$ cat src/rtl/wps_pkg.sv
package wps_pkg;
  localparam int NUM_WAYS = 4;
  localparam int POS_W = 2;

  typedef enum logic [1:0] {
    ST_IDLE   = 2'd0,
    ST_EVAL   = 2'd1,
    ST_COMMIT = 2'd2
  } ctrlState_t;

  // Strobes from the controller to the datapath
  typedef struct packed {
    logic             countEn;
    logic             evalEn;
    logic             evalFirst;
    logic [POS_W-1:0] evalIdx;
    logic             commit;
  } dpStrobe_t;
endpackage

$ cat src/rtl/wps_ctrl.sv
module wps_ctrl
  import wps_pkg::*;
#(
  parameter int INTERVAL = 15000
) (
  input  logic       clk,
  input  logic       rstN,
  input  logic       retirePulse,
  output dpStrobe_t  strobe,
  output logic       accReady
);
  localparam int IW = (INTERVAL > 1) ? $clog2(INTERVAL) : 1;
  localparam logic [IW-1:0] LAST = IW'(INTERVAL - 1);

  logic [IW-1:0]    intCnt;
  logic             boundary;
  ctrlState_t       state;
  logic [POS_W-1:0] idxQ;

  assign boundary = retirePulse && (intCnt == LAST);

  // Retire counter runs in every state
  always_ff @(posedge clk or negedge rstN) begin
    if (!rstN)            intCnt <= '0;
    else if (retirePulse) intCnt <= (intCnt == LAST) ? '0 : intCnt + 1'b1;
  end

  always_ff @(posedge clk or negedge rstN) begin
    if (!rstN) begin
      state <= ST_IDLE;
      idxQ  <= '0;
    end else begin
      unique case (state)
        ST_IDLE: if (boundary) begin
          state <= ST_EVAL;
          idxQ  <= '0;
        end
        ST_EVAL: begin
          if (idxQ == POS_W'(NUM_WAYS - 1)) state <= ST_COMMIT;
          idxQ <= idxQ + 1'b1;
        end
        ST_COMMIT: state <= ST_IDLE;
        default:   state <= ST_IDLE;
      endcase
    end
  end

  always_comb begin
    strobe.countEn   = (state == ST_IDLE);
    strobe.evalEn    = (state == ST_EVAL);
    strobe.evalFirst = (idxQ == '0);
    strobe.evalIdx   = idxQ;
    strobe.commit    = (state == ST_COMMIT);
    accReady         = (state == ST_IDLE);
  end
endmodule

$ cat src/rtl/wps_datapath.sv
module wps_datapath
  import wps_pkg::*;
#(
  parameter int CNT_W    = 16,
  parameter int WT_W     = 8,
  parameter int LAT_A    = 2,
  parameter int LAT_B1   = 8,
  parameter int LAT_B2   = 5,
  parameter int LAT_B3   = 2,
  parameter int MISS_PEN = 20
) (
  input  logic                     clk,
  input  logic                     rstN,
  input  logic                     accValid,
  input  logic                     accHit,
  input  logic [POS_W-1:0]         accPos,
  input  logic [NUM_WAYS*WT_W-1:0] sizeWeight,
  input  dpStrobe_t                strobe,
  output logic [POS_W-1:0]         selSize,
  output logic                     selValid
);
  localparam int LAT_W  = 8;
  localparam int SUM_W  = CNT_W + 2;
  localparam int COST_W = SUM_W + LAT_W + 2 + WT_W;
  localparam logic [CNT_W-1:0] CNT_MAX = {CNT_W{1'b1}};

  logic [CNT_W-1:0]  hist [NUM_WAYS];
  logic [CNT_W-1:0]  missCnt;
  logic [COST_W-1:0] cost [NUM_WAYS];
  logic [COST_W-1:0] curCost;
  logic [COST_W-1:0] bestCost;
  logic [POS_W-1:0]  bestIdx;
  logic              take;

  assign take = accValid && strobe.countEn;

  // One saturating histogram counter per recency rank
  for (genvar p = 0; p < NUM_WAYS; p++) begin : g_hist
    logic [CNT_W-1:0] cntQ;
    always_ff @(posedge clk or negedge rstN) begin
      if (!rstN)
        cntQ <= '0;
      else if (strobe.commit)
        cntQ <= '0;
      else if (take && accHit && (accPos == POS_W'(p)) && (cntQ != CNT_MAX))
        cntQ <= cntQ + 1'b1;
    end
    assign hist[p] = cntQ;
  end

  always_ff @(posedge clk or negedge rstN) begin
    if (!rstN)
      missCnt <= '0;
    else if (strobe.commit)
      missCnt <= '0;
    else if (take && !accHit && (missCnt != CNT_MAX))
      missCnt <= missCnt + 1'b1;
  end

  // Cost for each candidate size
  for (genvar k = 0; k < NUM_WAYS; k++) begin : g_cost
    localparam int LB = (k == 0) ? LAT_B1 : (k == 1) ? LAT_B2 : (k == 2) ? LAT_B3 : 0;
    logic [SUM_W-1:0]  fastSum;
    logic [SUM_W-1:0]  slowSum;
    logic [COST_W-1:0] rawCost;
    always_comb begin
      fastSum = '0;
      slowSum = '0;
      for (int p = 0; p < NUM_WAYS; p++) begin
        if (p <= k) fastSum = fastSum + SUM_W'(hist[p]);
        else        slowSum = slowSum + SUM_W'(hist[p]);
      end
      rawCost = COST_W'(fastSum) * COST_W'(LAT_A)
              + COST_W'(slowSum) * COST_W'(LAT_A + LB)
              + COST_W'(missCnt) * COST_W'(MISS_PEN);
    end
    assign cost[k] = rawCost * COST_W'(sizeWeight[k*WT_W +: WT_W]);
  end

  assign curCost = cost[strobe.evalIdx];

  // Sequential minimum search, strict compare keeps the smaller size on ties
  always_ff @(posedge clk or negedge rstN) begin
    if (!rstN) begin
      bestCost <= '0;
      bestIdx  <= '0;
    end else if (strobe.evalEn && (strobe.evalFirst || (curCost < bestCost))) begin
      bestCost <= curCost;
      bestIdx  <= strobe.evalIdx;
    end
  end

  always_ff @(posedge clk or negedge rstN) begin
    if (!rstN) begin
      selSize  <= '0;
      selValid <= 1'b0;
    end else begin
      selValid <= strobe.commit;
      if (strobe.commit) selSize <= bestIdx;
    end
  end
endmodule

$ cat src/rtl/way_part_selector.sv
module way_part_selector
  import wps_pkg::*;
#(
  parameter int CNT_W    = 16,
  parameter int WT_W     = 8,
  parameter int INTERVAL = 15000,
  parameter int LAT_A    = 2,
  parameter int LAT_B1   = 8,
  parameter int LAT_B2   = 5,
  parameter int LAT_B3   = 2,
  parameter int MISS_PEN = 20
) (
  input  logic                clk,
  input  logic                rstN,
  input  logic                accValid,
  input  logic                accHit,
  input  logic [1:0]          accPos,
  input  logic                retirePulse,
  input  logic [4*WT_W-1:0]   sizeWeight,
  output logic                accReady,
  output logic [1:0]          selSize,
  output logic                selValid
);
  dpStrobe_t strobe;

  wps_ctrl #(.INTERVAL(INTERVAL)) ctrl_i (
    .clk(clk), .rstN(rstN), .retirePulse(retirePulse),
    .strobe(strobe), .accReady(accReady)
  );

  wps_datapath #(
    .CNT_W(CNT_W), .WT_W(WT_W), .LAT_A(LAT_A), .LAT_B1(LAT_B1),
    .LAT_B2(LAT_B2), .LAT_B3(LAT_B3), .MISS_PEN(MISS_PEN)
  ) dp_i (
    .clk(clk), .rstN(rstN), .accValid(accValid), .accHit(accHit),
    .accPos(accPos), .sizeWeight(sizeWeight), .strobe(strobe),
    .selSize(selSize), .selValid(selValid)
  );
endmodule

$ cat config.mk
export PLATFORM = sky130hd
export DESIGN_NAME = way_part_selector
export DESIGN_NICKNAME = d
export VERILOG_FILES = /design/src/rtl/wps_pkg.sv /design/src/rtl/wps_ctrl.sv /design/src/rtl/wps_datapath.sv /design/src/rtl/way_part_selector.sv
export SDC_FILE = /design/constraint.sdc
export NUM_CORES = 2
export LEC_CHECK = 0
export CORE_UTILIZATION = 40
export CTS_CLUSTER_SIZE = 8
export DETAILED_ROUTE_END_ITERATION = 8
export PLACE_DENSITY = 0.51
export SETUP_SLACK_MARGIN = 0.5
export SYNTH_ARGS = -nofsm -noshare
export SYNTH_HDL_FRONTEND = slang
export SYNTH_SLANG_ARGS = --single-unit
$ cat constraint.sdc
create_clock -name clk -period 32.3 [get_ports clk]
set_input_delay 9.69 -clock clk [delete_from_list [all_inputs] [get_ports clk]]
set_output_delay 9.69 -clock clk [all_outputs]
set_load 0.03 [all_outputs]
==> run metrics <==
CP endpoint kind=flop; largest net degree at the start of global routing=84; r2r setup slk=16.82 ns; pre-CTS WS=13.84 ns; post-cts sizing count=0; post-synthesis sequential area ratio=0.0836; GR Layer Usage met2=0.426; CTS Buffer Depth=2; drt pass-1 iters=5; FILL cells=10300; DRT iter0 DRCs=1838; die span in x=322 microns; Synth async-reset ratio=1.00; crit-path max FO=31; Num CTS Buffers=17; Highest Clock Rate=55.1 MHz; Initial Util=0.403; initial antenna violation count=11; global route overflow=0; met1 usage=0.326; post-route ant nets=0; HPWL Detailed=102 mm; routing usage on met3=0.0259; post-CTS setup buffers=0; # rows=117; Yosys top cell area share=0.254; gr usage total=0.246; Max-cap violations=0; Syn Inst Count=4799; CTS root buffer=clkbuf_16; Area contributors post-synth=fa_1, ha_1, dfrtp_1, inv_1, and2_1; layer with the highest usage=met2; #FFs+latches synth=137; Crit path arrival time=18.54 ns; Final nets=5916; Worst Tran Pin Value=1.15 ns; core area=102000 sq um; Hold Path End=ctrl_i.intCnt[5]; critical path type=primary input to flop; Die ar.=104000 sq um; worst hold path type=flop to flop; reg2reg path depth=61; Reg-to-Reg End=dp_i.bestCost[10]; average cell area after synthesis=8.55 sq um; outcome=completed; vias in the first global route=33900; via count=33400; YS warnings=0; Final Wtd Congestion=0.870; final period utilization=0.562; Worst setup SP type=primary input; clk_skew=0.0263 ns; Clock transition at path regs=0.07 ns; DRC Markers=0; cts hold-fix bufs=0; share of cells above drive strength 1=0.0375; Die H=322 microns; Setup-failing EPs final=0; setup tns final=0 ns; Mapped Area=41000 sq um; Clock Latency Late Sink=0.52 ns; post-synth cell types=82; Main synth FF type=dfrtp_1; most common cell after layout, fill and taps aside=inv_1; final hold violations=0; EDFF count, synth=0; global-route wire length before repair=196 mm; Final min period=18.15 ns; CTS HTree Levels=4; Req. time, crit path=32.69 ns; RSZ-0062 raised after global routing=false; Rel. slew slack=0.228; synth-to-layout area growth=6.78%; total wire length=124 mm; Hold Startpoint=ctrl_i.intCnt[5]; most frequent cells in the layout=inv_1, ha_1, fa_1, nand2_1, and2_1; Worst Hold Depth=1; largest area contributor in the netlist=fa_1; via/cell ratio=5.39; CTS tree=built; I/O pin count=43; IO buf count=42; Final Slew Violations=0; reg2reg start=dp_i.g_hist[2].cntQ[1]; final worst-path setup slack=14.15 ns; Clock Sinks=137; Routed WL per cell=20.0 microns
worst max path at each step:
stage                         startpoint           endpoint  slack [ns]  depth (start not counted)
after floorplan            sizeWeight[2]  dp_i.bestCost[26]       15.83                         30
after global placement    sizeWeight[20]  dp_i.bestCost[11]       13.90                         28
after detailed placement  sizeWeight[20]  dp_i.bestCost[10]       13.84                         28
after CTS                 sizeWeight[20]  dp_i.bestCost[10]       14.32                         28
after global routing      sizeWeight[20]  dp_i.bestCost[10]       13.61                         28
final                     sizeWeight[20]  dp_i.bestCost[10]       14.15                         28
Yosys cell counts (10+ instances only):
master / n
or3_1: 44
a21o_1: 94
mux2_2: 37
o21a_1: 65
a211o_1: 10
a21oi_1: 251
clkbuf_1: 92
o31a_1: 11
nor2b_1: 81
nand3_1: 83
o2111ai_1: 11
dfrtp_1: 137
xor2_1: 136
ha_1: 541
nor2_1: 248
nand2_1: 512
mux4_2: 19
o21bai_1: 40
a211oi_1: 43
mux2i_1: 12
o21ai_0: 173
xnor2_1: 214
a41oi_1: 10
nor3_1: 72
and3_1: 47
fa_1: 521
nor4_1: 14
a21boi_0: 13
and2_1: 332
or2_2: 11
nand4_1: 39
o31ai_1: 11
o211ai_1: 24
a31oi_1: 40
nand2b_1: 54
inv_1: 612
worst max-delay path, cell delays in order:
cell and delay (ns):
clkdlybuf4s50_1 0.91, and2_1 0.40, fa_1 0.54, inv_1 0.05, fa_1 0.47, fa_1 0.55
inv_1 0.06, fa_1 0.47, ha_1 0.39, nand4_1 0.21, nor4_1 0.49, o311ai_0 0.42
nand3_1 0.16, nand2_1 0.13, o21ai_0 0.55, nor4_1 0.11, a2111oi_0 0.44, nand3_1 0.18
ha_1 0.32, a21oi_1 0.13, nor2b_1 0.06, o21ai_0 0.14, nand2b_1 0.07, a21oi_1 0.15
o21ai_0 0.17, a211oi_4 0.38, buf_4 0.48, mux2_2 0.39
flip-flops by register name (all words and copies together) (netlist names):
name,cells
ctrl_i.intCnt,14
ctrl_i.idxQ,2
dp_i.selSize,2
dp_i.missCnt,16
dp_i.bestIdx,2
dp_i.bestCost,34
dp_i.selValid,1
dp_i.g_hist.cntQ,64
ctrl_i.state,2
cells by family (layout without fill, tap and decap cells):
logic type,count (synthesis),in the layout,share of synthesized area
mux,69,69,0.0239
buf+inv,713,735,0.0662
simple gates,1573,1573,0.191
fa+ha+maj,1062,1062,0.419
flops,137,137,0.0836
compound gates,893,893,0.141
other cells,2,11,0.000183
xor+xnor,350,350,0.0747
stage by stage:
| stage | utilization | std cells | hold WS (ns) | instance area (sq um) |
|---|---|---|---|---|
| 6_report | 0.431 | 6198 | 0.505 | 43800 |
| 5_1_grt | 0.431 | 6198 | 0.518 | 43800 |
| 4_1_cts | 0.430 | 6196 | 0.511 | 43800 |
| 3_5_place_dp | 0.424 | 6164 | 0.493 | 43200 |
| 3_3_place_gp | 0.424 | 6164 | 0.490 | 43200 |
| 2_1_floorplan | - | 4806 | 0.456 | 41000 |
final cells by class:
cell class              count  area [sq um]  area share
repair buffers             91           790      0.0180
flip-flops and latches    137          3430      0.0783
well taps                1368          1710      0.0391
clock buffers              17           425     0.00971
diodes                      2          5.00    0.000114
clock inverters            15           194     0.00443
multi-input cells        3956         34900       0.798
inverters                 612          2300      0.0524
routing by layer:
metal  up-vias  part of all wire
met2       562              0.48
li1      16200                 -
met5         -           0.00045
met1     16600              0.46
met3       107             0.032
met4         8             0.026
Power is not shown: default switching activity piles up to over one toggle a cycle in this logic, so the estimate is an artifact.
